### src/rtl/bfcv_pkg.sv
package bfcv_pkg;

  typedef enum logic [1:0] {
    RND_NEAR_EVEN = 2'd0,
    RND_POS_INF   = 2'd1,
    RND_NEG_INF   = 2'd2,
    RND_ZERO      = 2'd3
  } rnd_mode_e;

  // bit0 invalid, bit1 overflow, bit2 underflow, bit3 inexact, bit4 in_denorm
  typedef struct packed {
    logic in_denorm;
    logic inexact;
    logic underflow;
    logic overflow;
    logic invalid;
  } exc_flags_t;

  localparam int unsigned FP_W   = 32;
  localparam int unsigned BF_W   = 16;
  localparam int unsigned FLAG_W = 5;

endpackage

### src/rtl/bfcv_lane_cvt.sv
module bfcv_lane_cvt
  import bfcv_pkg::*;
(
  input  logic [FP_W-1:0] fp_in,
  input  rnd_mode_e       rmode,
  input  logic            ftz,
  input  logic            dflt_nan,
  output logic [BF_W-1:0] bf_out,
  output exc_flags_t      exc
);

  logic        sgn;
  logic [7:0]  expo;
  logic [22:0] frac;
  logic [14:0] kept;
  logic [15:0] drop;
  logic        is_nan, is_inf, is_sub;
  logic        guard, stky, lost, inc;
  logic [15:0] sum;

  assign sgn  = fp_in[31];
  assign expo = fp_in[30:23];
  assign frac = fp_in[22:0];
  assign kept = fp_in[30:16];
  assign drop = fp_in[15:0];

  assign is_nan = (&expo) & (|frac);
  assign is_inf = (&expo) & ~(|frac);
  assign is_sub = ~(|expo) & (|frac);

  assign guard = drop[15];
  assign stky  = |drop[14:0];
  assign lost  = |drop;

  always_comb begin
    unique case (rmode)
      RND_NEAR_EVEN: inc = guard & (stky | kept[0]);
      RND_POS_INF:   inc = ~sgn & lost;
      RND_NEG_INF:   inc = sgn & lost;
      default:       inc = 1'b0;
    endcase
  end

  assign sum = {1'b0, kept} + {15'd0, inc};

  always_comb begin
    bf_out = {sgn, sum[14:0]};
    exc    = '0;
    if (is_nan) begin
      bf_out      = dflt_nan ? 16'h7FC0 : {sgn, 8'hFF, 1'b1, frac[21:16]};
      exc.invalid = ~frac[22];
    end else if (is_inf) begin
      bf_out = {sgn, 8'hFF, 7'd0};
    end else if (is_sub && ftz) begin
      bf_out        = {sgn, 15'd0};
      exc.in_denorm = 1'b1;
    end else begin
      exc.inexact   = lost;
      exc.overflow  = &sum[14:7];
      exc.underflow = is_sub & lost;
    end
  end

endmodule

### src/rtl/bfcv_lane_merge.sv
module bfcv_lane_merge
  import bfcv_pkg::*;
(
  input  logic            lane_en,
  input  logic [BF_W-1:0] cvt_val,
  input  exc_flags_t      cvt_exc,
  input  logic [FP_W-1:0] old_lane,
  output logic [FP_W-1:0] lane_out,
  output exc_flags_t      lane_exc
);

  always_comb begin
    if (lane_en) begin
      lane_out = {{(FP_W-BF_W){1'b0}}, cvt_val};
      lane_exc = cvt_exc;
    end else begin
      lane_out = old_lane;
      lane_exc = '0;
    end
  end

endmodule

### src/rtl/bf16_narrow_conv.sv
module bf16_narrow_conv
  import bfcv_pkg::*;
#(
  parameter int unsigned VL = 128
) (
  input  logic            clk,
  input  logic            rst_n,
  input  logic            in_valid,
  input  logic [VL-1:0]   src_vec,
  input  logic [VL-1:0]   old_dst,
  input  logic [VL/8-1:0] pred,
  input  logic [1:0]      rnd_mode,
  input  logic            ftz,
  input  logic            dflt_nan,
  output logic            out_valid,
  output logic [VL-1:0]   res_vec,
  output logic [4:0]      flags
);

  localparam int unsigned NLANE = VL / FP_W;
  localparam int unsigned BPL   = FP_W / 8;

  logic [NLANE-1:0]  lane_act;
  logic              any_act;
  logic [VL-1:0]     op_src;
  logic [VL-1:0]     merged;
  exc_flags_t        lane_exc [NLANE];
  exc_flags_t        exc_or;
  rnd_mode_e         rmode;

  logic              vld_d, vld_q;
  logic [VL-1:0]     res_d, res_q;
  logic [4:0]        flg_d, flg_q;

  assign rmode = rnd_mode_e'(rnd_mode);

  genvar g;
  generate
    for (g = 0; g < NLANE; g++) begin : g_lane
      logic [BF_W-1:0] cv;
      exc_flags_t      ce;

      assign lane_act[g] = pred[BPL*g];

      bfcv_lane_cvt u_cvt (
        .fp_in    (op_src[FP_W*g +: FP_W]),
        .rmode    (rmode),
        .ftz      (ftz),
        .dflt_nan (dflt_nan),
        .bf_out   (cv),
        .exc      (ce)
      );

      bfcv_lane_merge u_mrg (
        .lane_en  (lane_act[g]),
        .cvt_val  (cv),
        .cvt_exc  (ce),
        .old_lane (old_dst[FP_W*g +: FP_W]),
        .lane_out (merged[FP_W*g +: FP_W]),
        .lane_exc (lane_exc[g])
      );

      assert_inactive_keep_R2: assert property (@(posedge clk) disable iff (!rst_n)
        ($past(rst_n) && $past(in_valid) && !$past(pred[BPL*g]))
          |-> (res_vec[FP_W*g +: FP_W] == $past(old_dst[FP_W*g +: FP_W])));

      assert_upper_clear_R3: assert property (@(posedge clk) disable iff (!rst_n)
        ($past(rst_n) && $past(in_valid) && $past(pred[BPL*g]))
          |-> (res_vec[FP_W*g+BF_W +: (FP_W-BF_W)] == '0));
    end
  endgenerate

  assign any_act = |lane_act;
  assign op_src  = any_act ? src_vec : '0;

  always_comb begin
    exc_or = '0;
    for (int i = 0; i < NLANE; i++) exc_or = exc_or | lane_exc[i];
  end

  // next-state
  always_comb begin
    vld_d = in_valid;
    res_d = res_q;
    flg_d = flg_q;
    if (in_valid) begin
      res_d = merged;
      flg_d = exc_or;
    end
  end

  // registers
  always_ff @(posedge clk or negedge rst_n) begin
    if (!rst_n) begin
      vld_q <= 1'b0;
      res_q <= '0;
      flg_q <= '0;
    end else begin
      vld_q <= vld_d;
      res_q <= res_d;
      flg_q <= flg_d;
    end
  end

  assign out_valid = vld_q;
  assign res_vec   = res_q;
  assign flags     = flg_q;

  assert_valid_lag_R10: assert property (@(posedge clk) disable iff (!rst_n)
    $past(rst_n) |-> (out_valid == $past(in_valid)));

  assert_hold_idle_R10: assert property (@(posedge clk) disable iff (!rst_n)
    ($past(rst_n) && !$past(in_valid)) |-> ($stable(res_vec) && $stable(flags)));

  assert_no_active_quiet_R4: assert property (@(posedge clk) disable iff (!rst_n)
    ($past(rst_n) && $past(in_valid) && !$past(any_act))
      |-> (flags == 5'd0 && res_vec == $past(old_dst)));

  assert_ovf_inexact_R6: assert property (@(posedge clk) disable iff (!rst_n)
    (out_valid && flags[1]) |-> flags[3]);

endmodule

### config.mk
export PLATFORM = sky130hd
export DESIGN_NAME = bf16_narrow_conv
export DESIGN_NICKNAME = d
export VERILOG_FILES = /design/src/rtl/bfcv_pkg.sv /design/src/rtl/bfcv_lane_cvt.sv /design/src/rtl/bfcv_lane_merge.sv /design/src/rtl/bf16_narrow_conv.sv
export SDC_FILE = /design/constraint.sdc
export NUM_CORES = 1
export LEC_CHECK = 0
export ABC_CLOCK_PERIOD_IN_PS = 1300
export BUFFER_PORTS_ARGS = -buffer_cell sky130_fd_sc_hd__buf_4
export CAP_MARGIN = 20
export CELL_PAD_IN_SITES_DETAIL_PLACEMENT = 0
export CELL_PAD_IN_SITES_GLOBAL_PLACEMENT = 2
export CORE_ASPECT_RATIO = 1.4
export CORE_MARGIN = 2
export CORE_UTILIZATION = 25
export CTS_CLUSTER_SIZE = 30
export DETAILED_ROUTE_END_ITERATION = 12
export HOLD_SLACK_MARGIN = 0.05
export MAX_ROUTING_LAYER = met4
export PLACE_DENSITY = 0.85
export SLEW_MARGIN = 20
export SYNTH_ARGS = -nofsm -noshare
export SYNTH_HDL_FRONTEND = slang
export SYNTH_SLANG_ARGS = --single-unit
### constraint.sdc
create_clock -name clk -period 1.3 [get_ports clk]
set_clock_uncertainty 0.2 [all_clocks]
set_input_delay 0.325 -clock clk [delete_from_list [all_inputs] [get_ports clk]]
set_output_delay 0.325 -clock clk [all_outputs]
set_load 0.1 [all_outputs]
==> summary.md <==
| Metric | Value |
|---|---|
| Number of synthesized flops with an enable pin | `0` |
| Dominant register cell in the synthesized netlist | `sky130_fd_sc_hd__dfrtp_1` |
| Tcrit/Tclk final | `2.531` |
| VDD IR max | `739.0 µV` |
| Launching point of the worst reg2reg path | `res_vec[67]` |
| RSZ-0062 raised after global routing | `true` |
| Starting density of the core | `0.2533` |
| Remaining routing DRC violations | `0` |
| Average instance area after synthesis | `8.586 µm²` |
| Largest area contributor in the netlist | `sky130_fd_sc_hd__dfrtp_1` |
| Syn-to-layout area delta | `126.0%` |
| Destination of the worst register-to-register timing path | `res_vec[67]` |
| Detailed Routing Iterations Pass 1 | `5` |
| Horizontal die dimension | `157.1 µm` |
| Layout fillers | `2756` |
| # clock sinks | `134` |
| Final hold violation count | `0` |
| Num CTS Buffers | `17` |
| Number of vias after detailed routing | `10590` |
| Top cells by count, synth | `sky130_fd_sc_hd__dfrtp_1, sky130_fd_sc_hd__o21ai_0, sky130_fd_sc_hd__nor2_1` |
| Die Footprint | `34320 µm²` |
| Antenna Nets Post-Route | `0` |
| Yosys cell types | `68` |
| Number of pins exceeding their max-slew limit in the final report | `0` |
| Standard-cell rows | `78` |
| Critical Path RT | `1.47 ns` |
| Worst-path clk slew | `0.06 ns` |
| Clock root buffer | `sky130_fd_sc_hd__clkbuf_16` |
| Worst reg-to-reg path cell count | `3` |
| Sequential fraction of the synthesis area | `0.4085` |
| Post-synthesis cell count | `956` |
| Number of global-route vias before repair | `11140` |
| Class of the tightest hold or removal check | `input port to async pin` |
| Dpl hpwl | `30830 µm` |
| Critical path launch point type | `input port` |
| Upper clock frequency limit | `303.9 MHz` |
| Max-slew headroom | `0.6391` |
| Number of antenna repair diodes | `0` |
| Minimum setup slack among reg-to-reg paths | `0.08 ns` |
| Time the final worst path needs with I/O delays and setup | `3.290 ns` |
| Final std cell area, no fill | `18550 µm²` |
| Cell area after synthesis | `8208 µm²` |
| Wire per inst | `19.23 µm` |
| Instance area after placement | `13990 µm²` |
| Critical path data arrival time | `3.46 ns` |
| TritonCTS clock tree | `done` |
| Weighted congestion at the end of routability-driven global placement | `0.9049` |
| Setup CP Type | `input port to flip-flop` |
| Leading post-synthesis cells by cell area | `sky130_fd_sc_hd__dfrtp_1, sky130_fd_sc_hd__o21ai_0, sky130_fd_sc_hd__nand3b_1` |
| Slowest library cell on the worst path | `sky130_fd_sc_hd__or4_4` |
| Chain of cells forming the critical path | `buf_6 > or4_4 > nand2_2 > xor2_1 > nand2_1 > a2111oi_4 > ha_2 > ha_4 > and3_4 > nor3b_4 > nand4_1 > xor2_1 > or4_4 > a31oi_1` |
| Final net count | `1997` |
| Chip Height | `218.4 µm` |
| Worst setup EP type | `flip-flop` |
| Maximum clock insertion buffer count | `2` |
| Power per standard cell area | `972.4 nW/µm²` |
| Clock network latency to the later pin of the worst-skew pair | `0.45 ns` |
| Initial drt markers | `595` |
| MaxCap Viol Count | `0` |
| Nets in the synthesized netlist | `1246` |
| Buf+Inv Stages, Crit Path | `1` |
| Largest net degree at the start of global routing | `48` |
| Post-placement cell count | `1963` |
| Top-level I/O count | `413` |
| Worst hold slack across all endpoints | `0.04408 ns` |
| Aggregate global routing overflow | `0` |
| Category of cells accounting for the largest share of critical-path delay | `simple AND/OR/NAND/NOR gates` |
| Slowest stage delay, CP | `0.57 ns` |
| Register bit count reported by yosys | `134` |
| Antenna violations before repair | `0` |
| Run status | `finished, violations left` |
| Static leakage | `8.028 nW` |
| First-pass GRT wire length | `61210 µm` |
| Fraction of synthesis flops using an asynchronous set or reset pin | `1.000` |
| Top fanout value on the critical path | `4` |
| Count of input and output buffers | `400` |
| Average vias per placed instance | `4.901` |
| Wirelength, routed | `41530 µm` |
| Final standard cell count with taps included and fillers excluded | `2160` |
| Dominant cell by count in the synthesized netlist | `sky130_fd_sc_hd__dfrtp_1` |
| Slew of the pin with the lowest slew margin | `0.5393 ns` |
| Total global-route track usage | `0.2417` |
| Number of warnings printed during yosys synthesis | `0` |
| Violations in the final reports | `setup timing` |
| CTS HTree Levels | `4` |
| Share of post-route cells with drive strength above 1 | `0.5826` |
| Core Footprint | `32400 µm²` |
| Setup slack of the critical path after layout | `-1.990 ns` |
| Share of Yosys cell area claimed by the top area cell type | `0.4085` |
| Final Setup Violations | `203` |
-- worst max-delay path by stage --
stage	start	end	slack, ns	cells after the start
after floorplan	pred[12]	flags[1]	-2.42	15
after global placement	pred[0]	flags[1]	-2.46	14
after detailed placement	pred[0]	flags[1]	-2.52	15
after CTS	pred[0]	flags[1]	-1.96	14
after global routing	pred[0]	flags[1]	-2.18	16
final	pred[0]	flags[1]	-1.99	14
-- what timing repair did --
action / in CTS / in global routing
setup buffers: 25 / 24
endpoints found under the hold margin: 246 / 0
hold buffers: 117 / 0
pin swaps: 55 / 69
setup endpoints to repair: 203 / 208
resized for setup: 360 / 188
cloned: 0 / 1
-- per-layer routing --
metal  part of all wire  wire length [µm]  up-vias  track usage
met5                  0                 0        -            -
met4              0.046              1893        0       0.1197
met3              0.053              2192       86      0.04561
met2               0.53             22160      385       0.4307
met1               0.37             15290     5113       0.2540
li1                   -                 -     5002            -
-- power by group --
part	total (mW)	leakage, nW	internal [mW]	switching (mW)
clock	4.94	0.274	2.73	2.20
sequential	5.10	1.48	4.65	0.449
combinational	8.00	6.27	3.29	4.70
-- final cells by class --
class / instances / area (µm²) / area share
Clock inverter: 14 / 143.9 / 0.007757
Multi-Input combinational cell: 681 / 5455 / 0.2941
Tap cell: 440 / 550.5 / 0.02968
Timing Repair Buffer: 791 / 8110 / 0.4372
Inverter: 82 / 310.3 / 0.01673
Sequential cell: 134 / 3540 / 0.1908
Clock buffer: 18 / 439.2 / 0.02368
-- cell usage in the layout (no fill, tap or decap), types with 8 or more instances in the layout --
master                          instances
sky130_fd_sc_hd__a21oi_1               25
sky130_fd_sc_hd__a221oi_2               8
sky130_fd_sc_hd__a22o_1                 8
sky130_fd_sc_hd__a31o_4                 8
sky130_fd_sc_hd__a31oi_1               21
sky130_fd_sc_hd__and2_1                10
sky130_fd_sc_hd__and4_1                 8
sky130_fd_sc_hd__buf_12               137
sky130_fd_sc_hd__buf_4                498
sky130_fd_sc_hd__buf_6                 38
sky130_fd_sc_hd__clkbuf_16             18
sky130_fd_sc_hd__dfrtp_2              125
sky130_fd_sc_hd__dfrtp_4                8
sky130_fd_sc_hd__dlygate4sd3_1        116
sky130_fd_sc_hd__inv_1                 81
sky130_fd_sc_hd__nand2_1               36
sky130_fd_sc_hd__nand2_2                8
sky130_fd_sc_hd__nand3_1               19
sky130_fd_sc_hd__nand3b_1              53
sky130_fd_sc_hd__nand4_1               24
sky130_fd_sc_hd__nor2_1                73
sky130_fd_sc_hd__nor2_4                 9
sky130_fd_sc_hd__nor2b_1               11
sky130_fd_sc_hd__nor3_4                 9
sky130_fd_sc_hd__nor4_1                23
sky130_fd_sc_hd__o21ai_0               62
sky130_fd_sc_hd__o21ai_1               27
sky130_fd_sc_hd__o221ai_1              10
sky130_fd_sc_hd__or3_1                 10
sky130_fd_sc_hd__xnor2_1               16
sky130_fd_sc_hd__xor2_1                15
-- state kept, by name (all words and copies together), names as in the netlist --
register   cells
res_vec      128
flags          5
out_valid      1
-- cells by family (layout without fill, tap and decap cells) --
kind of cell,count (synthesis),after routing,share of synthesized area
simple gates,362,362,0.2454
compound gates,259,259,0.2091
buf+inv,141,905,0.06585
flops,134,134,0.4085
xor+xnor,41,41,0.04375
fa+ha+maj,11,11,0.01677
mux,8,8,0.01052
-- per-stage QoR --
step | util | setup WS [ns] | TNS, ns | total power [mW]
floorplan | - | -2.417 | -112.75 | 8.971
global placement | 0.4317 | -2.457 | -147.62 | 11.27
detailed placement | 0.4317 | -2.517 | -150.72 | 11.31
CTS | 0.5386 | -1.961 | -141.95 | 17.59
global route | 0.5725 | -2.184 | -154.33 | 18.69
finish | 0.5725 | -1.990 | -143.02 | 18.04
(Power assumes the default switching activity.)
